### config.mk
export PLATFORM = sky130hd
export DESIGN_NAME = nested_irq_ctrl
export DESIGN_NICKNAME = d
export VERILOG_FILES = /design/src/rtl/nirq_pkg.sv /design/src/rtl/nirq_flags.sv /design/src/rtl/nirq_mask.sv /design/src/rtl/nirq_arb.sv /design/src/rtl/nirq_nest.sv /design/src/rtl/nested_irq_ctrl.sv
export SDC_FILE = /design/constraint.sdc
export NUM_CORES = 1
export LEC_CHECK = 0
export BUFFER_PORTS_ARGS = -buffer_cell sky130_fd_sc_hd__buf_4
export CORE_AREA = 4 4 117 119
export CTS_CLUSTER_DIAMETER = 200
export DETAILED_ROUTE_END_ITERATION = 6
export DIE_AREA = 0 0 121 123
export PLACE_DENSITY = 0.49
export SLEW_MARGIN = 20
export SYNTH_ARGS = -nofsm -noshare
export SYNTH_HDL_FRONTEND = slang
export SYNTH_HIERARCHICAL = 1
export SYNTH_SLANG_ARGS = --single-unit
export TNS_END_PERCENT = 20
### constraint.sdc
create_clock -name clk -period 2.2 [get_ports clk]
set_input_delay 0.44 -clock clk [delete_from_list [all_inputs] [get_ports clk]]
set_output_delay 0.44 -clock clk [all_outputs]
set_load 0.02 [all_outputs]
### src/rtl/nirq_pkg.sv
package nirq_pkg;

    localparam int NUM_SRC  = 12;
    localparam int NUM_FLAG = 16;
    localparam int IDX_W    = 4;
    localparam int VEC_W    = 8;
    localparam int EN_W     = NUM_SRC + 1;
    localparam int GLB_BIT  = NUM_SRC;

    // flag bit positions
    localparam int F_EX0  = 0;
    localparam int F_TF0  = 1;
    localparam int F_EX1  = 2;
    localparam int F_TF1  = 3;
    localparam int F_RX0  = 4;
    localparam int F_TX0  = 5;
    localparam int F_OV2  = 6;
    localparam int F_CR2  = 7;
    localparam int F_RX1  = 8;
    localparam int F_TX1  = 9;
    localparam int F_EX2  = 10;
    localparam int F_EX5  = 13;
    localparam int F_WDT  = 14;
    localparam int F_PF   = 15;

    localparam logic [IDX_W-1:0] PF_IDX = IDX_W'(NUM_SRC);
    localparam logic [VEC_W-1:0] PF_VEC = 8'h7B;

    typedef enum logic [1:0] {
        LVL_NONE = 2'd0,
        LVL_LOW  = 2'd1,
        LVL_HIGH = 2'd2,
        LVL_TOP  = 2'd3
    } lvl_e;

    typedef struct packed {
        logic             valid;
        lvl_e             lvl;
        logic [IDX_W-1:0] idx;
        logic [VEC_W-1:0] vec;
    } grant_t;

    // flags that feed a given source index
    function automatic logic [NUM_FLAG-1:0] src_flags(input int s);
        logic [NUM_FLAG-1:0] m;
        m = '0;
        case (s)
            0: m[F_EX0] = 1'b1;
            1: m[F_TF0] = 1'b1;
            2: m[F_EX1] = 1'b1;
            3: m[F_TF1] = 1'b1;
            4: begin m[F_RX0] = 1'b1; m[F_TX0] = 1'b1; end
            5: begin m[F_OV2] = 1'b1; m[F_CR2] = 1'b1; end
            6: begin m[F_RX1] = 1'b1; m[F_TX1] = 1'b1; end
            7, 8, 9, 10: m[F_EX2 + s - 7] = 1'b1;
            11: m[F_WDT] = 1'b1;
            default: m = '0;
        endcase
        return m;
    endfunction

    // flags cleared by hardware when the source is acknowledged
    function automatic logic [NUM_FLAG-1:0] autoclr_mask(input logic [IDX_W-1:0] idx);
        logic [NUM_FLAG-1:0] m;
        m = '0;
        if (idx == IDX_W'(1))  m[F_TF0] = 1'b1;
        if (idx == IDX_W'(3))  m[F_TF1] = 1'b1;
        if (idx == PF_IDX)     m[F_PF]  = 1'b1;
        return m;
    endfunction

    function automatic logic [VEC_W-1:0] vec_of(input logic [IDX_W-1:0] idx);
        logic [VEC_W-1:0] v;
        v = '0;
        v[IDX_W+2:0] = {idx, 3'b011};
        return v;
    endfunction

    // highest in-service level from the stack bits (bit0 low, bit1 high, bit2 top)
    function automatic lvl_e top_level(input logic [2:0] isv);
        if (isv[2])      return LVL_TOP;
        else if (isv[1]) return LVL_HIGH;
        else if (isv[0]) return LVL_LOW;
        return LVL_NONE;
    endfunction

endpackage

### src/rtl/nirq_flags.sv
module nirq_flags
    import nirq_pkg::*;
#(
    parameter int NF = NUM_FLAG
) (
    input  logic          clk,
    input  logic          rst,
    input  logic [NF-1:0] hw_set,
    input  logic          sw_we,
    input  logic [NF-1:0] sw_data,
    input  logic [NF-1:0] clr_mask,
    output logic [NF-1:0] flags
);

    logic [NF-1:0] kept;

    always_comb begin
        if (sw_we) kept = sw_data;
        else       kept = flags & ~clr_mask;
    end

    always_ff @(posedge clk) begin
        if (rst) flags <= '0;
        else     flags <= kept | hw_set;
    end

    // a hardware set always lands, whatever software or auto-clear does
    assert_hw_set_wins_R11: assert property (@(posedge clk) disable iff (rst)
        (hw_set != '0) |=> ((flags & $past(hw_set)) == $past(hw_set)));

endmodule

### src/rtl/nirq_mask.sv
module nirq_mask
    import nirq_pkg::*;
#(
    parameter int NS = NUM_SRC,
    parameter int NF = NUM_FLAG
) (
    input  logic [NF-1:0] flags,
    input  logic [NS:0]   en,
    output logic [NS-1:0] src_req,
    output logic          pf_req
);

    for (genvar s = 0; s < NS; s++) begin : g_src
        localparam logic [NF-1:0] MASK = src_flags(s);
        assign src_req[s] = (|(flags & MASK)) & en[s] & en[NS];
    end

    assign pf_req = flags[F_PF];

endmodule

### src/rtl/nirq_arb.sv
module nirq_arb
    import nirq_pkg::*;
#(
    parameter int NS = NUM_SRC
) (
    input  logic [NS-1:0] src_req,
    input  logic [NS-1:0] prio,
    input  logic          pf_req,
    input  lvl_e          cur_lvl,
    output grant_t        grant
);

    logic [NS-1:0]    hi_pend, lo_pend;
    logic [IDX_W-1:0] hi_idx, lo_idx;

    function automatic logic [IDX_W-1:0] first_set(input logic [NS-1:0] v);
        logic [IDX_W-1:0] r;
        r = '0;
        for (int i = NS - 1; i >= 0; i--)
            if (v[i]) r = IDX_W'(i);
        return r;
    endfunction

    assign hi_pend = src_req & prio;
    assign lo_pend = src_req & ~prio;
    assign hi_idx  = first_set(hi_pend);
    assign lo_idx  = first_set(lo_pend);

    always_comb begin
        grant = '0;
        if (pf_req && cur_lvl < LVL_TOP) begin
            grant.valid = 1'b1;
            grant.lvl   = LVL_TOP;
            grant.idx   = PF_IDX;
            grant.vec   = PF_VEC;
        end else if ((|hi_pend) && cur_lvl < LVL_HIGH) begin
            grant.valid = 1'b1;
            grant.lvl   = LVL_HIGH;
            grant.idx   = hi_idx;
            grant.vec   = vec_of(hi_idx);
        end else if ((|lo_pend) && cur_lvl < LVL_LOW) begin
            grant.valid = 1'b1;
            grant.lvl   = LVL_LOW;
            grant.idx   = lo_idx;
            grant.vec   = vec_of(lo_idx);
        end
    end

endmodule

### src/rtl/nirq_nest.sv
module nirq_nest
    import nirq_pkg::*;
(
    input  logic clk,
    input  logic rst,
    input  logic ack,
    input  lvl_e ack_lvl,
    input  logic reti,
    output lvl_e cur_lvl
);

    logic [2:0] isv, after_ret, isv_next;

    always_comb begin
        after_ret = isv;
        if (reti) begin
            if (isv[2])      after_ret[2] = 1'b0;
            else if (isv[1]) after_ret[1] = 1'b0;
            else             after_ret[0] = 1'b0;
        end
        isv_next = after_ret;
        if (ack && ack_lvl != LVL_NONE)
            isv_next[ack_lvl - 2'd1] = 1'b1;
    end

    always_ff @(posedge clk) begin
        if (rst) isv <= '0;
        else     isv <= isv_next;
    end

    assign cur_lvl = top_level(isv);

    // a return without a new acknowledge retires exactly one level
    assert_reti_pops_one_R13: assert property (@(posedge clk) disable iff (rst)
        (reti && !ack && isv != 3'b000) |=> ($countones(isv) == $countones($past(isv)) - 1));

    // an acknowledge never lowers the protected level
    assert_ack_raises_R4: assert property (@(posedge clk) disable iff (rst)
        (ack && !reti) |=> (cur_lvl >= $past(ack_lvl)));

endmodule

### src/rtl/nested_irq_ctrl.sv
module nested_irq_ctrl
    import nirq_pkg::*;
(
    input  logic                clk,
    input  logic                rst,
    input  logic [NUM_FLAG-1:0] hw_set,
    input  logic                sw_flag_we,
    input  logic [NUM_FLAG-1:0] sw_flag_data,
    input  logic                en_we,
    input  logic [EN_W-1:0]     en_data,
    input  logic                prio_we,
    input  logic [NUM_SRC-1:0]  prio_data,
    input  logic                irq_ack,
    input  logic                irq_reti,
    output logic                irq_req,
    output logic [IDX_W-1:0]    irq_idx,
    output logic [VEC_W-1:0]    irq_vec,
    output logic [NUM_FLAG-1:0] flag_q
);

    logic [EN_W-1:0]     en_q;
    logic [NUM_SRC-1:0]  prio_q;
    logic [NUM_SRC-1:0]  src_req;
    logic                pf_req;
    logic [NUM_FLAG-1:0] clr_mask;
    logic                ack_fire;
    lvl_e                cur_lvl;
    grant_t              grant, out_q;

    always_ff @(posedge clk) begin
        if (rst) begin
            en_q   <= '0;
            prio_q <= '0;
        end else begin
            if (en_we)   en_q   <= en_data;
            if (prio_we) prio_q <= prio_data;
        end
    end

    assign ack_fire = irq_ack & out_q.valid;
    assign clr_mask = ack_fire ? autoclr_mask(out_q.idx) : '0;

    nirq_flags #(.NF(NUM_FLAG)) u_flags (
        .clk      (clk),
        .rst      (rst),
        .hw_set   (hw_set),
        .sw_we    (sw_flag_we),
        .sw_data  (sw_flag_data),
        .clr_mask (clr_mask),
        .flags    (flag_q)
    );

    nirq_mask #(.NS(NUM_SRC), .NF(NUM_FLAG)) u_mask (
        .flags   (flag_q),
        .en      (en_q),
        .src_req (src_req),
        .pf_req  (pf_req)
    );

    nirq_arb #(.NS(NUM_SRC)) u_arb (
        .src_req (src_req),
        .prio    (prio_q),
        .pf_req  (pf_req),
        .cur_lvl (cur_lvl),
        .grant   (grant)
    );

    nirq_nest u_nest (
        .clk     (clk),
        .rst     (rst),
        .ack     (ack_fire),
        .ack_lvl (out_q.lvl),
        .reti    (irq_reti),
        .cur_lvl (cur_lvl)
    );

    // presented request: loaded only when idle, dropped on acknowledge
    always_ff @(posedge clk) begin
        if (rst)               out_q <= '0;
        else if (ack_fire)     out_q.valid <= 1'b0;
        else if (!out_q.valid) out_q <= grant;
    end

    assign irq_req = out_q.valid;
    assign irq_idx = out_q.idx;
    assign irq_vec = out_q.vec;

    // request held steady until acknowledged
    assert_hold_until_ack_R12: assert property (@(posedge clk) disable iff (rst)
        (irq_req && !irq_ack) |=> (irq_req && $stable(irq_idx) && $stable(irq_vec)));

    // acknowledge drops the request for one cycle
    assert_drop_on_ack_R12: assert property (@(posedge clk) disable iff (rst)
        (irq_req && irq_ack) |=> !irq_req);

    // a presented request is always strictly above the in-service level
    assert_strictly_higher_R4: assert property (@(posedge clk) disable iff (rst)
        irq_req |-> (out_q.lvl > cur_lvl));

    // acknowledging timer0 clears its flag unless re-set or rewritten
    assert_autoclr_t0_R8: assert property (@(posedge clk) disable iff (rst)
        (irq_req && irq_ack && irq_idx == IDX_W'(1) && !hw_set[F_TF0] && !sw_flag_we)
        |=> !flag_q[F_TF0]);

    // power-fail always carries its fixed vector
    assert_pf_vector_R6: assert property (@(posedge clk) disable iff (rst)
        (irq_req && irq_idx == PF_IDX) |-> (irq_vec == PF_VEC));

endmodule

# [Word level (Yosys, flattened, before mapping)]
# Cells that the tools add are included.
[classes] n_div=0 eq_ne=3 n_lt_le_gt_ge=5 muxes=46 n_shift=0 bitwise_logic=34 n_mul=0 n_reduce_logical=13 add_sub_neg=1
[ops] op="two-way mux 4 bit" count=24
[ops] op="two-way mux 15 bit" count=4
[ops] op="two-way mux 16 bit" count=2
[ops] op="AND 1 bit" count=25
[ops] op="AND 12 bit" count=2
[ops] op="OR reduction 12 bit" count=2
[ops] op="AND 16 bit" count=1
[ops] op="NOT 16 bit" count=1
[ops] op="OR 16 bit" count=1
[ops] op="NOT 12 bit" count=1
[ops] op="two-way mux 2 bit" count=5
[ops] op="two-way mux 1 bit" count=8
[ops] op="OR reduction 2 bit" count=4
[ops] op="two-way mux 3 bit" count=2
[ops] op="logical AND 1 bit" count=5
[ops] op="== test 4 x 1 -> 1 bit (second input constant)" count=1
[ops] op="== test 4 x 2 -> 1 bit (second input constant)" count=1
[ops] op="== test 4 bit (second input constant)" count=1
[ops] op="less-than comparator 2 bit (second input constant)" count=2
[ops] op="less-than comparator 2 x 3 -> 1 bit (second input constant)" count=1
[ops] op="OR 3 bit" count=1
[ops] op="demux 1 bit (select 2 bit)" count=1
[ops] op=">= comparator 2 x 1 -> 1 bit (second input constant)" count=1
[ops] op="less-than comparator 2 x 1 -> 1 bit (second input constant)" count=1
[ops] op="other kinds (4)" count=5
[totals] reg_bits=59 rom_bits=0 output_inout_bits=29 mem_count=0 mem_bits_rw=0 latch_bits=0

# [Depth between registers and ports, before layout]
# Gate-level depths: netlist of the first run.
[logic_depth] word_depth=20 mapped_depth=10 mapped_depth_nobuf=8

# [Hierarchy]
# Netlist of the first run, hierarchy kept.
[by_module_without_submodules] mod="nested_irq_ctrl" cells_per_inst=150 seq_area_each_um2=800.8 area_each_um2=1580.3 n_inst=1
[by_module_without_submodules] mod="nirq_flags" cells_per_inst=69 seq_area_each_um2=320.3 area_each_um2=645.6 n_inst=1
[by_module_without_submodules] mod="nirq_arb" cells_per_inst=92 seq_area_each_um2=0.0 area_each_um2=613.1 n_inst=1
[by_module_without_submodules] mod="nirq_nest" cells_per_inst=16 seq_area_each_um2=60.1 area_each_um2=135.1 n_inst=1
[by_module_without_submodules] mod="nirq_mask" cells_per_inst=14 seq_area_each_um2=0.0 area_each_um2=107.6 n_inst=1

# [Worst setup path after synthesis of the first run]
# No wires, ideal clock.
[synth_timing] kind="reg-to-reg" startpoint="register u_flags.flags[5]" endpoint="register out_q, in the netlist irq_idx[3]" setup_time_ns=0.064 slack_ns=0.102 arrival_time_ns=2.034 required_time_ns=2.136 n_path_buf=1 path_stages_with_launch=10 cell_sequence="dfxtp_1 -> o211a_1 -> nor2b_4 -> a2111oi_4 -> nand2_1 -> o311a_1 -> o31ai_2 -> buf_4 -> mux2i_1 -> nor2_1"
[synth_lines] element="start: declaration" line_no="nirq_flags.sv:12" text="output logic [NF-1:0] flags"
[synth_lines] element="start signal: assignment" line_no="nirq_flags.sv:24" text="else flags <= kept | hw_set;"
[synth_lines] element="end signal: assignment" line_no="nested_irq_ctrl.sv:81" text="else if (!out_q.valid) out_q <= grant;"
[synth_lines] element="end: declaration" line_no="nested_irq_ctrl.sv:28" text="grant_t grant, out_q;"

# [Final worst setup path of the first run]
[layout_timing] startpoint="register u_flags.flags[5]" endpoint="register out_q, in the netlist irq_idx[3]"
[layout_via] elab_chain_cells=12
[layout_lines] element="OR reduction 2 bit *" line_no="nirq_mask.sv:15" text="assign src_req[s] = (|(flags & MASK)) & en[s] & en[NS];"
[layout_lines] element="AND 1 bit * (2 in series)" line_no="nirq_mask.sv:15"
[layout_lines] element="named net src_req[4]" line_no="nested_irq_ctrl.sv:23" text="logic [NUM_SRC-1:0] src_req;"
[layout_lines] element="AND 12 bit" line_no="nirq_arb.sv:25" text="assign lo_pend = src_req & ~prio;"
[layout_lines] element="two-way mux 4 bit (5 in series)" line_no="nirq_arb.sv:20" text="if (v[i]) r = IDX_W'(i);"
[layout_lines] element="two-way mux 15 bit" line_no="nirq_arb.sv:41" text="end else if ((|lo_pend) && cur_lvl < LVL_LOW) begin"
[layout_lines] element="two-way mux 15 bit *" line_no="nirq_arb.sv:36" text="end else if ((|hi_pend) && cur_lvl < LVL_HIGH) begin"
[layout_lines] element="two-way mux 15 bit *" line_no="nirq_arb.sv:31" text="if (pf_req && cur_lvl < LVL_TOP) begin"
# Mark *: on every way through the listed nets, which the timed path passes. The rest lies on a longest branch.
# A chain may end at the register's enable or synchronous reset.

==> results of run 1 <==
==> critical path, stage by stage, from the launching register on <==
cell	delay, ns
dfxtp_2	0.34
o211a_4	0.28
nor2b_4	0.14
a2111oi_4	0.30
buf_4	0.19
nand2_1	0.05
o311a_1	0.38
o31ai_4	0.24
mux2i_1	0.11
nor2_1	0.08
==> cell usage in the layout (no fill, tap or decap), types with 4 or more instances in the layout <==
cell type   Yosys  final
buf_4          21    101
dfxtp_1        59     55
nor2_1         45     44
a21oi_1        40     40
mux2i_1        39     39
nand2_1        17     17
conb_1          2     15
or3b_1         13     13
nand2b_1        9      9
clkbuf_16       0      9
inv_1           7      7
and3_1          7      7
nand3_1         5      5
clkinvlp_4      0      4
nand3b_1        4      4
nor2b_1         9      4
nor2b_2         1      4
o211ai_1        4      4
==> cells by family (layout without fill, tap and decap cells) <==
kind of cell | Yosys count | count (layout) | share of synthesized area [%]
other cells | 2 | 15 | 0.2437
buf+inv | 41 | 124 | 9.338
flops | 59 | 59 | 38.33
simple gates | 128 | 128 | 23.59
compound gates | 72 | 72 | 15.83
mux | 39 | 39 | 12.67
==> timing repair <==
| action | 4_1_cts | 5_1_grt |
|---|---|---|
| setup buffers | 0 | 1 |
| pin swaps | 3 | 1 |
| endpoints found under the setup margin | 6 | 11 |
| resized for setup | 6 | 12 |
| hold buffers | 0 | 0 |
==> sequential cells by signal (all words and copies together), names as in the netlist <==
register	count
u_nest/isv	3
irq_req	1
out_q	2
u_flags/flags	16
irq_idx	4
prio_q	12
en_q	13
irq_vec	8
==> path summary, 6_finish.rpt <==
path	startpoint	slack (ns)	to
setup reg to reg	u_flags/flags[5]$_SDFF_PP0_	0.01	irq_idx[3]$_SDFFE_PP0P_
setup / recovery	u_flags/flags[5]$_SDFF_PP0_	0.01	irq_idx[3]$_SDFFE_PP0P_
hold / removal	en_data[8]	0.34	en_q[8]$_SDFFE_PP0P_
hold reg to reg	en_q[0]$_SDFFE_PP0P_	0.49	en_q[0]$_SDFFE_PP0P_
==> final cells by class <==
class                      instances  area [µm²]
sequential                        59        1189
multi-input combinational        254        1727
inverter                           7       26.28
clock buffer                       9       225.2
fill                            1314        8351
clock inverter                     7       77.57
tap                              172       215.2
timing repair buffer             101       758.2
==> power breakdown <==
part / total [mW] / internal (mW) / switching (mW)
Combinational: 0.447 / 0.231 / 0.216
Clock: 1.41 / 0.880 / 0.527
Sequential: 1.22 / 1.14 / 0.0724
==> stage by stage <==
step	worst slack [ns]	cells	instance area (µm²)	setup TNS, ns	power [mW]
floorplan	0.1020	354	3131	0	1.521
global placement	-0.09544	592	3835	-0.1829	1.680
detailed placement	-0.1054	592	3835	-0.2932	1.683
CTS	0.01019	608	4158	0	3.121
global route	-0.06116	609	4218	-0.1796	3.230
finish	0.009789	609	4218	0	3.071
==> Yosys cell counts, drive strengths merged (5+ instances only) <==
library cell,n,area share [%]
mux2i,39,13
buf,29,7.8
a21oi,40,6.5
dfxtp,59,38
and3,9,1.9
inv,7,0.85
nand2b,9,1.8
clkbuf,5,0.65
nand3,5,0.81
nor2b,11,2.6
nand2,18,2.3
or3b,16,4.5
nor2,45,5.5
==> metal layers <==
layer | wire [µm] | vias up | global-route usage (%)
met5 | 0 | - | 0
met4 | 165 | 0 | 4.533
met3 | 578 | 14 | 4.575
met2 | 4339 | 84 | 20.81
met1 | 3865 | 1247 | 14.96
li1 | - | 1359 | -
==> flow_summary_export.csv, run 1 <==
group,metric,value,unit
power_and_ir_drop,ir_drop,0.3422,mV
timing,hold_viol,0,
floorplanning,pin_count,93,
logic_synthesis,synth_cell_types,52,
drt,post_drt_via_cell_ratio,4.440,
logic_synthesis,synthArstFlopShare,0,%
timing,maxSlewHeadroom,56.95,%
floorplanning,dieWidth,121,µm
floorplanning,floorplan.initialDensity,24.52,%
timing,setup_viol,0,
place,portBuffers,92,
clock_network,ctsRootBufferMaster,"clkbuf_16",
global_routing,track_usage,12.55,%
logic_synthesis,ys.flop_type,"dfxtp_1",
timing,hold_slack,0.3400,ns
global_routing,grt_max_degree,60,
global_routing,grt_pass1_wl,14390,µm
worst_hold_path,hold_class,"input pin to flop",
setup_path,rr_worst_depth,9,
global_routing,antenna_found_initial,0,
drt,ant_nets,0,
global_routing,grt_overflow,0,
clock_network,clock_latency,0.33,ns
drt,drt_iter0_markers,157,
clock_network,cts_buffer_depth,2,
layout,area_growth_syn_to_layout,36.87,%
timing,fin_crit,2.190,ns
timing,tightest_slew,0.6457,ns
layout,insertedDiodeCount,0,
floorplanning,dieArea,14880,µm²
logic_synthesis,ys_warn_count,6,
power_and_ir_drop,pwr_density_cell,728.1,nW/µm²
status,outcome,"completed",
layout,final_util,33.56,%
layout,drive_above_1_share,33.87,%
timing,rsz0062_at_grt,"true",
logic_synthesis,postSynthCellCount,341,
drt,drt_wl_total,8949,µm
setup_path,cp_data_required_time,2.47,ns
job,maxCapViolations,0,
clock_network,path_clk_slew,0.05,ns
floorplanning,die_height,123,µm
logic_synthesis,synth_edf_count,0,
floorplanning,row_count,41,
global_routing,grt_pass1_vias,2748,
timing,fin_crit_sh,99.56,%
setup_path,endpoint_kind,"flop",
clock_network,cts_tree,"yes",
setup_path,arrival,2.46,ns
setup_path,path_class,"flop to flop",
logic_synthesis,synth_seq_cells,59,
worst_hold_path,hold_depth,3,
place,place.gp.congestion,0.8104,
clock_network,cts.sinks,59,
place,place_hpwl,6945,µm
power_and_ir_drop,p_leak,1.876,nW
drt,vias,2704,
logic_synthesis,syn_area_per_cell,9.037,µm²
drt,wl_per_cell,14.69,µm
drt,drc,0,
clock_network,cts_buffers,9,
timing,fmax,0.4566,GHz
setup_path,critPathMaxFanout,4,
floorplanning,core_area,12570,µm²
setup_path,start_kind,"flop",
timing,slew_violations,0,
logic_synthesis,ys_seq_area_share,38.33,%
timing,fin_skew,0.005243,ns
layout,nets,496,
logic_synthesis,synth_area,3082,µm²
drt,dr.pass1.iters,4,
clock_network,ctsHtreeMaxLevel,3,
No activity file was read; power rests on OpenSTA's default activity.
==> run 2: changes to the inputs <==
--- a/config.mk
+++ b/config.mk
@@ -10,7 +10,6 @@
 export CTS_CLUSTER_DIAMETER = 200
 export DETAILED_ROUTE_END_ITERATION = 6
 export DIE_AREA = 0 0 121 123
-export PLACE_DENSITY = 0.49
 export SLEW_MARGIN = 20
 export SYNTH_ARGS = -nofsm -noshare
 export SYNTH_HDL_FRONTEND = slang
==> run 2 against run 1 <==
Against the previous run: cell count fell by 0.99%; combinational power down 2%; register-to-register slack better by 0.09 ns; cell area fell by 2.4%; global-route usage shrank 1.2 points; routed wire length is 8.1% lower; clock-buffer cell count increased by 3; die area unchanged.
==> flow_summary_export.csv, run 2 (synthesis results as in run 1) <==
group,metric,value,unit
timing,fmax,0.4762,GHz
timing,fin_crit,2.100,ns
clock_network,ctsHtreeMaxLevel,3,
setup_path,start_kind,"flop",
layout,area_growth_syn_to_layout,33.58,%
timing,fin_setup_tns,0,ns
clock_network,cts.sinks,59,
setup_path,r2r_slack,0.1,ns
clock_network,cts_tree,"yes",
timing,slew_violations,0,
floorplanning,core_area,12570,µm²
timing,hold_viol,0,
clock_network,cts_buffers,9,
layout,top_regs,"u_flags/flags x16, en_q x13, prio_q x12",
floorplanning,die_height,123,µm
clock_network,cts_buffer_depth,2,
power_and_ir_drop,p_clk_share,45.7,%
setup_path,critPathMaxFanout,4,
layout,largest-register,"u_flags/flags",
timing,fin_skew,0.004246,ns
drt,ant_nets,0,
global_routing,grt_overflow,0,
worst_hold_path,hold_depth,3,
setup_path,rr_worst_depth,8,
setup_path,r2r_start,"u_flags/flags[5]$_SDFF_PP0_",
floorplanning,dieArea,14880,µm²
layout,drive_above_1_share,30.63,%
floorplanning,dieWidth,121,µm
layout,design_area,4116,µm²
power_and_ir_drop,swShare,24.87,%
global_routing,track_usage,11.32,%
layout,nets,490,
clock_network,path_clk_slew,0.05,ns
global_routing,grt_pass1_vias,2594,
drt,drt_wl_total,8225,µm
floorplanning,row_count,41,
setup_path,timing.rr.end,"irq_idx[3]$_SDFFE_PP0P_",
place,place_hpwl,6330,µm
layout,final_cell_mix,"buf_4 (95), dfxtp_1 (57), nor2_1 (45)",
layout,insertedDiodeCount,0,
job,maxCapViolations,0,
worst_hold_path,min_from,"en_data[8]",
power_and_ir_drop,p_leak,1.841,nW
drt,wl_per_cell,13.64,µm
drt,drt_iter0_markers,121,
place,portBuffers,92,
floorplanning,pin_count,93,
status,outcome,"completed",
setup_path,slowest_delay,0.41,ns
timing,maxSlewHeadroom,58.78,%
layout,largest_reg_flops,16,
power_and_ir_drop,p_int,2.273,mW
setup_path,endpoint_kind,"flop",
drt,vias,2677,
power_and_ir_drop,pwr_density_cell,735.0,nW/µm²
setup_path,arrival,2.36,ns
power_and_ir_drop,p_switching,0.7525,mW
setup_path,cp_data_required_time,2.46,ns
timing,hold_slack,0.3515,ns
place,place.gp.congestion,0.9011,
clock_network,clock_latency,0.32,ns
timing,setup_viol,0,
layout,fillCellCount,1320,
clock_network,ctsRootBufferMaster,"clkbuf_16",
global_routing,grt_max_degree,60,
drt,post_drt_via_cell_ratio,4.439,
worst_hold_path,holdPathEnd,"en_q[8]$_SDFFE_PP0P_",
setup_path,path_class,"flop to flop",
worst_hold_path,hold_class,"input pin to flop",
timing,rsz0062_at_grt,"true",
layout,final_common_cell,"buf_4",
drt,dr.pass1.iters,4,
global_routing,grt_pass1_wl,13220,µm
power_and_ir_drop,seqPwrFrac,39.8,%
global_routing,antenna_found_initial,0,
setup_path,critPathTopFamily,"compound AO/OA/AOI/OAI gates",
timing,fin_crit_sh,95.46,%
setup_path,crit_chain,"o211a_4 > nor2b_4 > a2111oi_4 > nand2_1 > o311a_1 > o31ai_2 > mux2i_1 > nor2_1",
power_and_ir_drop,power.total,3.026,mW
clock_network,holdBufCountCts,0,
timing,tightest_slew,0.6184,ns
setup_path,critPathSlowestCell,"a2111oi_4",
place,postPlaceCellArea,3797,µm²
power_and_ir_drop,combPwrFrac,14.5,%
power_and_ir_drop,ir_drop,0.2637,mV
drt,drc,0,
clock_network,cts_setup_buffers,0,
setup_path,path_buf_inv,0,
floorplanning,floorplan.initialDensity,24.52,%
-- run 2: cell types whose count changed in the layout (fill, tap and decap cells not counted), sizes merged --
cell,change
buf,-6
clkbuf,+3
clkinvlp,-2
inv,-1
-- run 2: layer usage --
metal	part of all wire, %	vias to the layer above	GRT usage, %
li1	-	1346	-
met4	0.72	0	2.975
met2	48	71	18.51
met5	0	-	0
met3	8.4	8	4.758
met1	43	1252	13.76
-- run 2: power by group through the flow --
stage	Combinational (mW)	Clock (mW)	Sequential, mW
floorplan	0.286	0	1.23
global placement	0.436	0	1.23
detailed placement	0.442	0	1.23
CTS	0.444	1.42	1.21
global route	0.485	1.47	1.22
finish	0.438	1.38	1.21
-- run 2: what timing repair did --
item | in CTS | in global routing
resized for setup | 1 | 6
endpoints found under the setup margin | 6 | 11
pin swaps | 0 | 2
cloned | 0 | 0
-- run 2: worst min-delay path, stage by stage --
cell and delay, ns:
buf_4 0.08, mux2i_1 0.05, nor2_1 0.07
-- run 2: worst max path at each step --
stage,from,endpoint,slack [ns],cells past startpoint
floorplan,u_flags/flags[5]$_SDFF_PP0_,irq_idx[3]$_SDFFE_PP0P_,0.10,9
global placement,en_q[12]$_SDFFE_PP0P_,irq_vec[5]$_SDFFE_PP0P_,0.04,8
detailed placement,en_q[12]$_SDFFE_PP0P_,irq_idx[2]$_SDFFE_PP0P_,-0.04,8
CTS,en_q[12]$_SDFFE_PP0P_,irq_idx[3]$_SDFFE_PP0P_,0.04,9
global route,en_q[12]$_SDFFE_PP0P_,irq_idx[3]$_SDFFE_PP0P_,-0.07,9
finish,u_flags/flags[5]$_SDFF_PP0_,irq_idx[3]$_SDFFE_PP0P_,0.1,8
-- run 2: cell type report --
type / instances / area, µm² / area share [%]
clock buffer: 12 / 246.5 / 5.988
tap: 172 / 215.2 / 5.228
clock inverter: 4 / 50.05 / 1.216
sequential: 59 / 1186 / 28.81
multi-input combinational: 254 / 1679 / 40.79
inverter: 7 / 26.28 / 0.6383
timing repair buffer: 95 / 713.2 / 17.33
-- run 2: through the flow --
step / utilization [%] / setup WS (ns) / instances
3_3_place_gp: 30.21 / 0.04485 / 587
3_5_place_dp: 30.21 / -0.04094 / 587
6_report: 32.75 / 0.09982 / 603
2_1_floorplan: - / 0.1020 / 354
4_1_cts: 32.58 / 0.03530 / 603
5_1_grt: 32.75 / -0.07113 / 603
